File: src/rtl/cds_pkg.sv
package cds_pkg;
  localparam int BUS_LANES = 4;

  typedef enum logic [1:0] {
    ACC_BYTE = 2'd0,
    ACC_HALF = 2'd1,
    ACC_WORD = 2'd2,
    ACC_WIDE = 2'd3
  } acc_width_e;

  function automatic logic [2:0] width_bytes(input logic [1:0] code);
    case (code)
      ACC_BYTE: width_bytes = 3'd1;
      ACC_HALF: width_bytes = 3'd2;
      default:  width_bytes = 3'd4;
    endcase
  endfunction
endpackage

File: src/rtl/cds_byte_fifo.sv
module cds_byte_fifo #(
  parameter int DEPTH = 32,
  parameter int LANES = 4,
  localparam int PW = $clog2(DEPTH),
  localparam int LW = $clog2(LANES) + 1
) (
  input  logic               clk,
  input  logic               rst_n,
  input  logic               clear,
  input  logic [LW-1:0]      push_cnt,
  input  logic [8*LANES-1:0] push_data,
  input  logic [LW-1:0]      pop_cnt,
  output logic [PW:0]        level,
  output logic [8*LANES-1:0] peek
);
  logic [7:0]    mem [DEPTH];
  logic [PW-1:0] wr_ptr, rd_ptr, wr_ptr_n, rd_ptr_n;
  logic [PW:0]   level_n;

  always_comb begin
    if (clear) begin
      wr_ptr_n = '0;
      rd_ptr_n = '0;
      level_n  = '0;
    end else begin
      wr_ptr_n = wr_ptr + PW'(push_cnt);
      rd_ptr_n = rd_ptr + PW'(pop_cnt);
      level_n  = level + (PW+1)'(push_cnt) - (PW+1)'(pop_cnt);
    end
  end

  always_ff @(posedge clk or negedge rst_n) begin
    if (!rst_n) begin
      wr_ptr <= '0;
      rd_ptr <= '0;
      level  <= '0;
    end else begin
      wr_ptr <= wr_ptr_n;
      rd_ptr <= rd_ptr_n;
      level  <= level_n;
    end
  end

  always_ff @(posedge clk) begin
    for (int i = 0; i < LANES; i++) begin
      if (LW'(i) < push_cnt) mem[wr_ptr + PW'(i)] <= push_data[8*i +: 8];
    end
  end

  for (genvar g = 0; g < LANES; g++) begin : g_peek
    assign peek[8*g +: 8] = mem[rd_ptr + PW'(g)];
  end

  p_no_overflow_r3: assert property (@(posedge clk) disable iff (!rst_n)
    level <= (PW+1)'(DEPTH));
  p_pop_within_level_r5: assert property (@(posedge clk) disable iff (!rst_n)
    (PW+1)'(pop_cnt) <= level);
endmodule

File: src/rtl/cds_byte_counter.sv
module cds_byte_counter #(
  parameter int CW = 28
) (
  input  logic          clk,
  input  logic          rst_n,
  input  logic          load,
  input  logic [CW-1:0] load_val,
  input  logic          dec,
  output logic [CW-1:0] left,
  output logic          zero
);
  logic [CW-1:0] left_n;

  assign zero = (left == '0);

  always_comb begin
    left_n = left;
    if (load)             left_n = load_val;
    else if (dec && !zero) left_n = left - CW'(1);
  end

  always_ff @(posedge clk or negedge rst_n) begin
    if (!rst_n) left <= '0;
    else        left <= left_n;
  end

  p_zero_holds_r8: assert property (@(posedge clk) disable iff (!rst_n)
    (!load && zero) |=> zero);
endmodule

File: src/rtl/card_data_stager.sv
module card_data_stager #(
  parameter int DEPTH = 32,
  parameter int LEN_W = 12,
  parameter int CNT_W = 16,
  localparam int CW = LEN_W + CNT_W,
  localparam int PW = $clog2(DEPTH)
) (
  input  logic             clk,
  input  logic             rst_n,
  input  logic             xfer_start,
  input  logic             xfer_dir,
  input  logic [LEN_W-1:0] blk_len,
  input  logic [CNT_W-1:0] blk_cnt,
  input  logic             clk_stop,
  input  logic             acc_valid,
  input  logic             acc_write,
  input  logic             acc_sel,
  input  logic [1:0]       acc_width,
  input  logic [31:0]      acc_wdata,
  output logic [31:0]      rd_data,
  input  logic             card_rx_valid,
  input  logic [7:0]       card_rx_data,
  output logic             card_rx_ready,
  output logic             card_tx_valid,
  output logic [7:0]       card_tx_data,
  input  logic             card_tx_ready,
  output logic             active,
  output logic [CW-1:0]    bytes_left,
  output logic [PW:0]      rx_level,
  output logic [PW:0]      tx_level,
  output logic             rx_req,
  output logic             tx_req,
  output logic             data_done,
  output logic             prog_done
);
  import cds_pkg::*;

  localparam int LW = $clog2(BUS_LANES) + 1;

  logic          dir_q, dir_n, active_n;
  logic          rx_req_n, tx_req_n, data_done_n, prog_done_n;
  logic          cnt_zero, finish;
  logic          rx_rd, tx_wr, flush, rx_fire, tx_fire;
  logic [2:0]    nbytes;
  logic [PW:0]   nb_ext, tx_free;
  logic [LW-1:0] rx_pop_cnt, tx_push_cnt, rx_take;
  logic [31:0]   tx_push_data, rx_peek, tx_peek, rd_pack, rd_data_n;
  logic [CW-1:0] load_val;

  // bus decode
  assign rx_rd  = acc_valid && !acc_write && !acc_sel;
  assign tx_wr  = acc_valid &&  acc_write && !acc_sel;
  assign flush  = acc_valid &&  acc_write &&  acc_sel && acc_wdata[0];
  assign nbytes = width_bytes(acc_width);
  assign nb_ext = (PW+1)'(nbytes);

  // card handshake
  assign card_rx_ready = active && !dir_q && !cnt_zero && (rx_level < (PW+1)'(DEPTH));
  assign card_tx_valid = active &&  dir_q && !cnt_zero && (tx_level != '0);
  assign card_tx_data  = tx_peek[7:0];
  assign rx_fire       = card_rx_valid && card_rx_ready;
  assign tx_fire       = card_tx_valid && card_tx_ready;

  // transmit unpacking: lane N-1 first
  assign tx_free     = (PW+1)'(DEPTH) - tx_level;
  assign tx_push_cnt = !tx_wr ? '0 : (nb_ext > tx_free) ? LW'(tx_free) : LW'(nbytes);

  always_comb begin
    logic [1:0]  lane;
    logic [31:0] shv;
    tx_push_data = '0;
    for (int i = 0; i < BUS_LANES; i++) begin
      lane = 2'(int'(nbytes) - 1 - i);
      shv  = acc_wdata >> {lane, 3'b000};
      if (i < int'(nbytes)) tx_push_data[8*i +: 8] = shv[7:0];
    end
  end

  // receive packing: first byte into lane N-1, unfilled lanes zero
  assign rx_take    = (nb_ext > rx_level) ? LW'(rx_level) : LW'(nbytes);
  assign rx_pop_cnt = rx_rd ? rx_take : '0;

  always_comb begin
    logic [1:0] lane;
    rd_pack = '0;
    for (int i = 0; i < BUS_LANES; i++) begin
      lane = 2'(int'(nbytes) - 1 - i);
      if (LW'(i) < rx_take) rd_pack = rd_pack | (32'(rx_peek[8*i +: 8]) << {lane, 3'b000});
    end
  end

  assign rd_data_n = rx_rd ? rd_pack : rd_data;

  // transfer control
  assign load_val = CW'(blk_cnt) * CW'(blk_len);
  assign finish   = active && cnt_zero && !xfer_start && !clk_stop;

  always_comb begin
    active_n    = active;
    dir_n       = dir_q;
    data_done_n = data_done;
    prog_done_n = prog_done;
    if (xfer_start) begin
      active_n    = 1'b1;
      dir_n       = xfer_dir;
      data_done_n = 1'b0;
      prog_done_n = 1'b0;
    end else if (clk_stop) begin
      active_n = 1'b0;
    end else if (finish) begin
      active_n    = 1'b0;
      data_done_n = 1'b1;
      prog_done_n = dir_q;
    end
  end

  always_comb begin
    rx_req_n = rx_req;
    if (rx_fire)     rx_req_n = 1'b1;
    if (rx_rd)       rx_req_n = 1'b0;
    if (xfer_start)  rx_req_n = 1'b0;
    tx_req_n = tx_req;
    if (active && dir_q && !cnt_zero && tx_level == '0) tx_req_n = 1'b1;
    if (tx_wr || xfer_start) tx_req_n = 1'b0;
  end

  always_ff @(posedge clk or negedge rst_n) begin
    if (!rst_n) begin
      active    <= 1'b0;
      dir_q     <= 1'b0;
      data_done <= 1'b0;
      prog_done <= 1'b0;
      rx_req    <= 1'b0;
      tx_req    <= 1'b0;
      rd_data   <= '0;
    end else begin
      active    <= active_n;
      dir_q     <= dir_n;
      data_done <= data_done_n;
      prog_done <= prog_done_n;
      rx_req    <= rx_req_n;
      tx_req    <= tx_req_n;
      rd_data   <= rd_data_n;
    end
  end

  cds_byte_counter #(.CW(CW)) u_count (
    .clk(clk), .rst_n(rst_n), .load(xfer_start), .load_val(load_val),
    .dec(rx_fire || tx_fire), .left(bytes_left), .zero(cnt_zero)
  );

  cds_byte_fifo #(.DEPTH(DEPTH), .LANES(BUS_LANES)) u_rxq (
    .clk(clk), .rst_n(rst_n), .clear(xfer_start),
    .push_cnt(LW'(rx_fire)), .push_data({24'h0, card_rx_data}),
    .pop_cnt(rx_pop_cnt), .level(rx_level), .peek(rx_peek)
  );

  cds_byte_fifo #(.DEPTH(DEPTH), .LANES(BUS_LANES)) u_txq (
    .clk(clk), .rst_n(rst_n), .clear(xfer_start || flush),
    .push_cnt(tx_push_cnt), .push_data(tx_push_data),
    .pop_cnt(LW'(tx_fire)), .level(tx_level), .peek(tx_peek)
  );

  p_rx_ready_room_r3: assert property (@(posedge clk) disable iff (!rst_n)
    (rx_level == (PW+1)'(DEPTH)) |-> !card_rx_ready);
  p_done_idle_r8: assert property (@(posedge clk) disable iff (!rst_n)
    $rose(data_done) |-> !active);
  p_prog_with_data_r8: assert property (@(posedge clk) disable iff (!rst_n)
    prog_done |-> data_done);
  p_stop_idles_r10: assert property (@(posedge clk) disable iff (!rst_n)
    (clk_stop && !xfer_start) |=> !active);
endmodule

File: config.mk
export PLATFORM = sky130hd
export DESIGN_NAME = card_data_stager
export DESIGN_NICKNAME = d
export VERILOG_FILES = /design/src/rtl/cds_pkg.sv /design/src/rtl/cds_byte_fifo.sv /design/src/rtl/cds_byte_counter.sv /design/src/rtl/card_data_stager.sv
export SDC_FILE = /design/constraint.sdc
export NUM_CORES = 2
export LEC_CHECK = 0
export BUFFER_PORTS_ARGS = -buffer_cell sky130_fd_sc_hd__buf_2
export CAP_MARGIN = 5
export CORE_MARGIN = 2
export CORE_UTILIZATION = 40
export DETAILED_ROUTE_END_ITERATION = 10
export GPL_TIMING_DRIVEN = 1
export PLACE_DENSITY = 0.57
export RECOVER_POWER = 50
export SLEW_MARGIN = 40
export SYNTH_ARGS = -nofsm -noshare
export SYNTH_HDL_FRONTEND = slang
export SYNTH_SLANG_ARGS = --single-unit
export TNS_END_PERCENT = 10
File: constraint.sdc
create_clock -name clk -period 5.55 [get_ports clk]
set_input_delay 0 -clock clk [delete_from_list [all_inputs] [get_ports clk]]
set_output_delay 0 -clock clk [all_outputs]
set_load 0.005 [all_outputs]
==> run metrics <==
status finished, violations left; failing checks max-capacitance violations, max-slew violations; drt first-iter violations 4663; DR WL/cell 28.9 µm; Clock Skews 0.0325 ns; IO Count 167; Synthesized Nets 4249; Tot GR Track Use 0.266; commonest non-fill, non-tap cell in the layout edfxtp_1; Clock power frac 0.284; Post-synth EDFFs 512; Max Fclk 190 MHz; overall power 17.2 mW; n_diodes 0; crit-path leading delay family compound AO/OA/AOI/OAI gates; Pins Over Slew Limit 297; Die Y 346 µm; average size of a mapped cell 12.0 µm²; Netlist cell types 87; gp weighted congestion 0.952; Root Driver clkbuf_16; Die Wd 346 µm; remaining antenna violation count 0; crit-path cells inv_1 > ha_1 > inv_1 > ha_1 > nor2b_1 > o21ai_0 > a32oi_1 > nand2_1 > mux2_2 > inv_2 > buf_4 > o211ai_2 > nand3_1 > o21bai_1 > buf_4; CP Buf/Inv Count 5; Max-slew headroom -1.41; Inst Count DP 5439; first-pass GRT wire length 238000 µm; Yosys top cell area share 0.329; Fin Hold WS 0.0503 ns; FP Rows 125; power density cells 328 nW/µm²; crit end category register; flop2flop setup slack 0.29 ns; initial antenna violation count 3; CTS Sinks 610; vias in the first global route 35300; layout net count 4372; Final Critical Period 5.26 ns; synthesized cell area 46800 µm²; Die Footprint 120000 µm²; WP data arrival 5.65 ns; Crit path required time 5.94 ns; Worst Path Max Fanout 15; Starting Density 0.403; fin util 0.452; DR vias/cell 6.52; VDD IR max 0.000345 V; area growth from synthesis to layout 12.2%; internal power 10.9 mW; MaxCap Viol Count 9; ys async rst share 0.161; Period Utilization, post-route 0.948; Residual DRC 0; global route total overflow 0; CP peak stage delay 0.65 ns; Syn. warnings 0; synthesis-stage register bit count 610; htree depth 3; IO Port Bufs 166; cells after synthesis 3914; Setup Viol. Count Final 0; non-filler cells, final 5617; kind of critical path reg -> reg; HP Class in -> reg; Final TNS setup 0 ns; sequential area share after synthesis 0.381; net switching power 6.34 mW; count of final hold-check violations 0; Setup Fix Bufs, Post-CTS 0; CTS tree done; switching power share of the total 0.369; clock buffer count from CTS 74; Skew-Pair Late Insertion Delay 0.66 ns; actual slew at the worst max-slew pin 3.61 ns; layout cell share with drive strength beyond 1 0.215; largest net degree at the start of global routing 90; Vias 36600; Post-CTS Resized 0; Routed WL 162000 µm; Synth area leaders edfxtp_1 (33%), mux4_2 (18%), mux2i_1 (6.5%), fa_1 (6.2%), dfrtp_1 (5.2%); Worst Setup Start Kind register; sequential share of power 0.325; Reg clk slew, reported paths 0.06 ns; clk buf depth 3; first-pass iteration count of the detailed router 6; Logic pwr share 0.391; final HPWL from detailed placement 115000 µm; most frequent cells in the layout edfxtp_1 (512), mux4_2 (378), nand2_1 (351), mux2i_1 (295), nor2_1 (256); critical path's slowest cell nand3_1; top_reg_cell synth edfxtp_1; RSZ-0062 raised after global routing no; core area 116000 µm²; Synth area leader edfxtp_1; Pleak 19.1 nW
metal layers:
layer	part of all wire	wire length, µm	global-route usage	vias to the layer above
met5	0.00021	34	0	-
met4	0.043	6900	0.104	6
met3	0.11	17800	0.0612	427
met2	0.45	72600	0.405	2317
met1	0.40	65000	0.368	18500
li1	-	-	-	15400
Yosys cell counts, drive strengths merged, types with 6 or more instances:
cell type	n
mux4	378
xnor2	45
and2	85
edfxtp	512
a21o	24
mux2i	303
or2	23
o21a	10
nor3	29
nand2	351
buf	97
a211o	6
a221oi	37
xor2	32
a22o	14
clkbuf	236
ha	111
dfrtp	98
nor2	273
a21boi	7
nor2b	39
o211a	8
nand3	30
o221ai	152
or3	9
fa	144
inv	230
o21ai	81
a22oi	29
o22ai	95
and3	7
mux2	27
a211oi	49
nand2b	23
nand3b	16
a32o	13
o211ai	49
or4	9
nor4	6
a21oi	154
a32oi	26
sequential cells by signal, summed over array words and instances (netlist names):
name,cells
u_rxq.mem,256
u_txq.mem,256
rd_data,32
u_count.left,28
u_rxq.level,6
u_txq.level,6
u_rxq.rd_ptr,5
u_rxq.wr_ptr,5
u_txq.rd_ptr,5
u_txq.wr_ptr,5
active,1
data_done,1
dir_q,1
prog_done,1
rx_req,1
tx_req,1
through the flow:
stage | setup WS, ns | area [µm²]
final | 0.289 | 52500
after floorplan | 0.567 | 46800
after global placement | 0.0907 | 49600
after CTS | 0.420 | 52600
after detailed placement | 0.0226 | 49900
after global routing | 0.0588 | 52500
final cells by class:
cell class | instances | area (µm²)
clock inverter | 39 | 447
fill | 10700 | 63600
timing repair buffer | 380 | 2450
tap | 1524 | 1910
sequential | 610 | 17800
clock buffer | 93 | 1930
multi-input combinational | 2741 | 27000
inverter | 230 | 863
cells by family after synthesis:
group                      after synthesis  share of synthesized area
AOI/OAI and AO/OA                      786                      0.123
adders and majority gates              255                     0.0913
buffers and inverters                  563                     0.0477
muxes                                  708                      0.253
xor gates and xnor gates                77                     0.0144
DFF                                    610                      0.381
and+or+nand+nor                        915                     0.0896
what timing repair did:
action | 4_1_cts | 5_1_grt
hold buffers | 33 | 1
hold endpoints to repair | 374 | 6
setup endpoints to repair | 0 | 0
power groups by stage:
| stage | Combinational [mW] | Clock, mW | Sequential, mW |
|---|---|---|---|
| floorplan | 4.68 | 0 | 5.55 |
| global placement | 6.59 | 0 | 5.68 |
| detailed placement | 6.69 | 0 | 5.67 |
| CTS | 6.76 | 4.96 | 5.58 |
| global route | 7.48 | 5.13 | 5.62 |
| finish | 6.73 | 4.88 | 5.59 |
final timing paths:
kind                            cells past startpoint                    endpoint                startpoint
worst max-delay path                               15  u_txq.mem[21][2]$_DFFE_PP_  u_txq.level[0]$_DFF_PN0_
worst min-delay path                                3  u_txq.mem[21][1]$_DFFE_PP_             acc_wdata[17]
worst max register to register                     15  u_txq.mem[21][2]$_DFFE_PP_  u_txq.level[0]$_DFF_PN0_
worst min register to register                      2       data_done$_DFFE_PN0P_     data_done$_DFFE_PN0P_
max in group asynchronous                           4   u_txq.rd_ptr[0]$_DFF_PN0_                     rst_n
min in group asynchronous                           4           dir_q$_DFFE_PN0P_                     rst_n
tightest hold or removal path: stages:
cell      delay (ns)
buf_2           0.13
a22oi_1         0.17
o221ai_1        0.26
Power figures use the tool's default switching activity.
